--- config.mk ---
export PLATFORM = sky130hd
export DESIGN_NAME = qdrBurstMem
export DESIGN_NICKNAME = d
export VERILOG_FILES = /design/src/rtl/qdrPkg.sv /design/src/rtl/qdrCtrl.sv /design/src/rtl/qdrData.sv /design/src/rtl/qdrBurstMem.sv
export SDC_FILE = /design/constraint.sdc
export NUM_CORES = 2
export LEC_CHECK = 0
export CAP_MARGIN = 0
export CORE_AREA = 2 2 436 438
export CTS_BUF_LIST = sky130_fd_sc_hd__clkbuf_4 sky130_fd_sc_hd__clkbuf_8
export DETAILED_ROUTE_END_ITERATION = 8
export DIE_AREA = 0 0 438 440
export DONT_BUFFER_PORTS = 1
export SLEW_MARGIN = 15
export SYNTH_ARGS = -nofsm -noshare
export SYNTH_HDL_FRONTEND = slang
export SYNTH_SLANG_ARGS = --single-unit
--- constraint.sdc ---
create_clock -name clk -period 3 [get_ports clk]
set_input_delay 0.6 -clock clk [delete_from_list [all_inputs] [get_ports clk]]
set_output_delay 0.6 -clock clk [all_outputs]
set_load 0.1 [all_outputs]
--- src/rtl/qdrPkg.sv ---
package qdrPkg;
  // Strobes from control to datapath, one per pipeline action.
  typedef struct packed {
    logic rdLookup;  // a read accepted last edge is looked up now
    logic pendLoad;  // the write captured last edge moves into the pending stage
    logic commit;    // the pending stage holds a write to commit this edge
  } qdrStrobe_t;
endpackage

--- src/rtl/qdrCtrl.sv ---
module qdrCtrl
  import qdrPkg::*;
#(
  parameter int RD_LAT = 2
) (
  input  logic       clk,
  input  logic       rstN,
  input  logic       rdSelN,
  input  logic       wrSelN,
  output qdrStrobe_t strb,
  output logic       rdValid
);
  logic              rdAcc;
  logic              wrAcc;
  logic              pendValid;
  logic [RD_LAT-1:0] validPipe;

  always_ff @(posedge clk or negedge rstN) begin
    if (!rstN) begin
      rdAcc     <= 1'b0;
      wrAcc     <= 1'b0;
      pendValid <= 1'b0;
      validPipe <= '0;
    end else begin
      rdAcc     <= ~rdSelN;
      wrAcc     <= ~wrSelN;
      pendValid <= wrAcc;
      validPipe <= {validPipe[RD_LAT-2:0], rdAcc};
    end
  end

  always_comb begin
    strb.rdLookup = rdAcc;
    strb.pendLoad = wrAcc;
    strb.commit   = pendValid;
  end

  assign rdValid = validPipe[RD_LAT-1];
endmodule

--- src/rtl/qdrData.sv ---
module qdrData
  import qdrPkg::*;
#(
  parameter int ADDR_W = 6,
  parameter int WORD_W = 16,
  parameter int RD_LAT = 2
) (
  input  logic                  clk,
  input  logic                  rstN,
  input  qdrStrobe_t            strb,
  input  logic [ADDR_W-1:0]     addr,
  input  logic [WORD_W-1:0]     wrWord0,
  input  logic [WORD_W-1:0]     wrWord1,
  input  logic [WORD_W/8-1:0]   wrBe0,
  input  logic [WORD_W/8-1:0]   wrBe1,
  output logic [WORD_W-1:0]     rdWord0,
  output logic [WORD_W-1:0]     rdWord1
);
  localparam int BE_W   = WORD_W / 8;
  localparam int PAIR_W = 2 * WORD_W;
  localparam int PBE_W  = 2 * BE_W;
  localparam int DEPTH  = 1 << ADDR_W;

  logic [ADDR_W-1:0] rdAddrQ, wrAddrQ, pendAddr;
  logic [PAIR_W-1:0] wrPairQ, pendPair, storedPair, mergedPair;
  logic [PBE_W-1:0]  wrBeQ, pendBe;
  logic [PAIR_W-1:0] mem [DEPTH];
  logic [PAIR_W-1:0] dataPipe [RD_LAT];
  logic              fwdHit;

  // Rising edge: read address and write data; falling edge: write address.
  always_ff @(posedge clk) begin
    rdAddrQ <= addr;
    wrPairQ <= {wrWord1, wrWord0};
    wrBeQ   <= {wrBe1, wrBe0};
  end

  always_ff @(negedge clk) wrAddrQ <= addr;

  always_ff @(posedge clk) begin
    if (strb.pendLoad) begin
      pendAddr <= wrAddrQ;
      pendPair <= wrPairQ;
      pendBe   <= wrBeQ;
    end
  end

  always_ff @(posedge clk) begin
    if (strb.commit) begin
      for (int b = 0; b < PBE_W; b++) begin
        if (pendBe[b]) mem[pendAddr][8*b +: 8] <= pendPair[8*b +: 8];
      end
    end
  end

  assign storedPair = mem[rdAddrQ];
  assign fwdHit     = strb.commit && (pendAddr == rdAddrQ);

  for (genvar b = 0; b < PBE_W; b++) begin : gMerge
    assign mergedPair[8*b +: 8] = (fwdHit && pendBe[b]) ? pendPair[8*b +: 8]
                                                        : storedPair[8*b +: 8];
  end

  always_ff @(posedge clk or negedge rstN) begin
    if (!rstN)              dataPipe[0] <= '0;
    else if (strb.rdLookup) dataPipe[0] <= mergedPair;
  end

  for (genvar s = 1; s < RD_LAT; s++) begin : gPipe
    always_ff @(posedge clk or negedge rstN) begin
      if (!rstN) dataPipe[s] <= '0;
      else       dataPipe[s] <= dataPipe[s-1];
    end
  end

  assign rdWord0 = dataPipe[RD_LAT-1][WORD_W-1:0];
  assign rdWord1 = dataPipe[RD_LAT-1][PAIR_W-1:WORD_W];
endmodule

--- src/rtl/qdrBurstMem.sv ---
module qdrBurstMem
  import qdrPkg::*;
#(
  parameter int ADDR_W = 6,
  parameter int WORD_W = 16,
  parameter int RD_LAT = 2
) (
  input  logic                clk,
  input  logic                rstN,
  input  logic [ADDR_W-1:0]   addr,
  input  logic                rdSelN,
  input  logic                wrSelN,
  input  logic [WORD_W-1:0]   wrWord0,
  input  logic [WORD_W-1:0]   wrWord1,
  input  logic [WORD_W/8-1:0] wrBe0,
  input  logic [WORD_W/8-1:0] wrBe1,
  output logic [WORD_W-1:0]   rdWord0,
  output logic [WORD_W-1:0]   rdWord1,
  output logic                rdValid
);
  qdrStrobe_t strb;

  qdrCtrl #(.RD_LAT(RD_LAT)) uCtrl (
    .clk(clk), .rstN(rstN), .rdSelN(rdSelN), .wrSelN(wrSelN),
    .strb(strb), .rdValid(rdValid)
  );

  qdrData #(.ADDR_W(ADDR_W), .WORD_W(WORD_W), .RD_LAT(RD_LAT)) uData (
    .clk(clk), .rstN(rstN), .strb(strb), .addr(addr),
    .wrWord0(wrWord0), .wrWord1(wrWord1), .wrBe0(wrBe0), .wrBe1(wrBe1),
    .rdWord0(rdWord0), .rdWord1(rdWord1)
  );
endmodule

==> summary.log <==
qor: logic_synthesis.synth-edff-count 2090
qor: logic_synthesis.synthAdderAreaFrac 0%
qor: global_routing.grt_first_pass_wirelength 328.8 mm
qor: finish.fin_nets 4691
qor: finish.utilization 51.84%
qor: clock_tree.ctsRootBufferMaster clkbuf_8
qor: critical_path.path_max_fanout 28
qor: finish.layoutNonFillerInstCount 7453
qor: floorplanning.placementRows 160
qor: drt.route.detailed.drc 0
qor: critical_path.cp.buffers_inverters 2
qor: critical_path.critPathLaunchType register
qor: clock_tree.clock_tree.buffer_depth 4
qor: critical_path.worst_path_most_repeated_cell buf_12
qor: critical_path.worstSetupPathDepth 8
qor: logic_synthesis.ys_seq_elements 2207
qor: hold_path.hold_class in2reg
qor: logic_synthesis.netlist.area_leader.share 74.69%
qor: global_routing.global_route.overflow_total 0
qor: sta.finClkSkew 0.08136 ns
qor: floorplanning.dieHeight 440 µm
qor: logic_synthesis.synth_compound_gate_area_share 3.009%
qor: clock_tree.cts_made_buffers 374
qor: logic_synthesis.synth_top_family_by_area multiplexers
qor: critical_path.slowest_stage or4_1
qor: logic_synthesis.netlist_instances 4013
qor: global_routing.grt_pass1_vias 44000
qor: logic_synthesis.synthArstFlopShare 3.126%
qor: sta.final.setup.tns 0 ns
qor: logic_synthesis.synth_xor_area_share 0.06254%
qor: logic_synthesis.synth.yosys.warnings 0
qor: drt.drt_first_pass_iters 8
qor: logic_synthesis.synth_fp_nets 4059
qor: critical_path.required 3.92 ns
qor: clock_tree.cts.sinks 2207
qor: sta.finalHoldWorstSlack 0.09343 ns
qor: hold_path.worstHoldPathCells 1
qor: critical_path.critical_path.max_stage_delay 0.55 ns
qor: drt.routed-via-count 43730
qor: sta.timing.slew.headroom 25.70%
qor: place.gp_congestion 0.8590
qor: run.max_cap_viol_count 0
qor: run_status.run_status completed
qor: logic_synthesis.ys_seq_area_share 77.89%
qor: critical_path.r2r_cells 8
qor: drt.drtAntennaViolNets 0
qor: sta.final.period_utilization 98.83%
qor: critical_path.timing.setup.critical_path_class reg2reg
qor: logic_synthesis.synth_area_per_inst 20.94 µm²
qor: sta.finalCriticalPeriod 2.965 ns
qor: logic_synthesis.synth_area_leaders edfxtp_1 (75%), mux4_2 (13%), dfrtp_1 (2.1%)
qor: critical_path.cp_data_arrival_time 3.89 ns
qor: place.post-place-cells 6720
qor: place.placed_cell_area 89830 µm²
qor: sta.worst_slew_pin_slew 1.115 ns
qor: logic_synthesis.synth_cell_types 53
qor: logic_synthesis.synth.area.mux_share 14.34%
qor: floorplanning.core_area 188600 µm²
qor: logic_synthesis.synth_area 84030 µm²
qor: clock_tree.worst_skew_pair.late_latency 1.04 ns
qor: critical_path.path_cells buf_12 -> buf_12 -> mux4_2 -> a22oi_1 -> a21oi_1 -> or4_1 -> nand2_1 -> a31oi_1
qor: power.leakagePower 31.92 nW
qor: place.dp_slack 0.01869 ns
qor: global_routing.groute.usage.overall 24.31%
qor: logic_synthesis.yosys_most_used_dff edfxtp_1
qor: power.total_power 64.92 mW
qor: floorplanning.die_width 438 µm
qor: drt.drt_iter0_markers 4961
qor: finish.finalInstanceArea 97760 µm²
qor: place.detailedPlacementHpwl 148.3 mm
qor: clock_tree.path_clk_slew 0.06 ns
qor: logic_synthesis.yosys.area_share.simple 2.857%
qor: sta.fmaxAchievable 337.3 MHz
qor: critical_path.cp-end-kind register
qor: sta.setup_repair_after_global_routing_missed_its_margin false
qor: power.vdd_ir_drop_max 0.3987 mV
qor: drt.routed_wirelength_normalized_by_instance_count 31.59 µm
qor: place.numPortBuffers 0
qor: global_routing.largest_net_degree_at_the_start_of_global_routing 70
qor: sta.slew_viol_final 0
qor: clock_tree.tritoncts done
qor: drt.wl 235.5 mm
qor: sta.report.final.setup_viol 0
qor: finish.flow.area_growth_from_synthesis 16.33%
qor: clock_tree.ctsHtreeMaxLevel 5
qor: floorplanning.design.die.area 192700 µm²
qor: logic_synthesis.synth.cells.most_frequent edfxtp_1 (2090), mux4_2 (491), nor2_1 (292)
qor: sta.timing_hold_violations_final 0
qor: logic_synthesis.leading_cell_type_by_number_of_instances_after_synthesis edfxtp_1
qor: drt.viasPerCell 5.867
qor: logic_synthesis.yosys.area.top_type edfxtp_1
qor: floorplanning.boundaryPins 79
qor: power.pwr_density_cell 664.1 nW/µm²
qor: sta.layout_setup_ws 0.03508 ns
qor: floorplanning.floorplan.initialDensity 44.56%
qor: global_routing.number_of_antenna_violations_at_the_first_check_in_global_routing 14
qor: critical_path.crit_family compound AO/OA/AOI/OAI gates
qor: finish.drive_gt1_share 31.98%
[power breakdown]
part	internal, mW	switching, mW	total [mW]
logic	1.21	2.21	3.42
clock network	14.7	11.9	26.5
registers	34.2	0.792	35.0
total	50.1	14.9	64.9
[repair_timing]
action	in CTS	in global routing
hold buffers	53	0
buffers inserted	0	1
gates resized for setup	0	1
setup endpoints to repair	0	2
endpoints found under the hold margin	113	0
[layout make-up]
class | count | area (µm²)
Fill cell | 15030 | 90820
Inverter | 8 | 30.03
Multi-Input combinational cell | 1527 | 17080
Clock inverter | 159 | 1064
Tap cell | 2511 | 3142
Timing Repair Buffer | 521 | 4686
Antenna cell | 20 | 50.05
Sequential cell | 2207 | 65470
Clock buffer | 500 | 6237
[kinds of logic (layout without fill, tap and decap cells)]
family / after synthesis / count (layout)
AO/OA/AOI/OAI: 376 / 376
XOR/XNOR: 6 / 6
buffers and inverters: 279 / 1188
flip-flops: 2207 / 2207
multiplexers: 587 / 587
other: 0 / 20
AND/OR/NAND/NOR: 558 / 558
[state kept, by name, summed over array words and instances, names as in the netlist, 2 cells and up]
register         flops
uCtrl.validPipe      2
uData.dataPipe      32
uData.mem         2048
uData.pendAddr       6
uData.pendBe         4
uData.pendPair      32
uData.rdAddrQ        6
uData.rdWord0       16
uData.rdWord1       16
uData.wrAddrQ        6
uData.wrBeQ          4
uData.wrPairQ       32
[layout by cell type, fill, tap and decap left out, drive strengths merged, types with 48 or more instances in the layout]
master / instances
clkbuf: 500
mux2i: 72
dfrtp: 69
nand2: 147
nor2: 292
dlygate4sd3: 52
edfxtp: 2090
a21oi: 94
mux4: 491
a22oi: 160
buf: 469
clkinv: 130
dfxtp: 48
[metal layers]
metal	track usage, %	vias to the layer above	routed length [µm]
met5	0	-	101
met4	10.82	14	10670
met3	5.640	542	20470
met2	39.17	2115	114000
met1	31.70	23220	90260
li1	-	17840	-
[path summary, 6_finish.rpt]
kind                                          from                 end  slack, ns
worst max-delay path              uData.rdAddrQ[0]  uData.dataPipe[63]       0.04
worst min-delay path                   wrWord1[15]   uData.wrPairQ[31]       0.09
worst max register to register    uData.rdAddrQ[0]  uData.dataPipe[63]       0.04
worst min register to register  uCtrl.validPipe[0]  uCtrl.validPipe[1]       0.37
max in group asynchronous                     rstN   uData.rdWord1[10]       2.30
min in group asynchronous                     rstN  uData.dataPipe[42]       0.19
(Power assumes the default switching activity.)
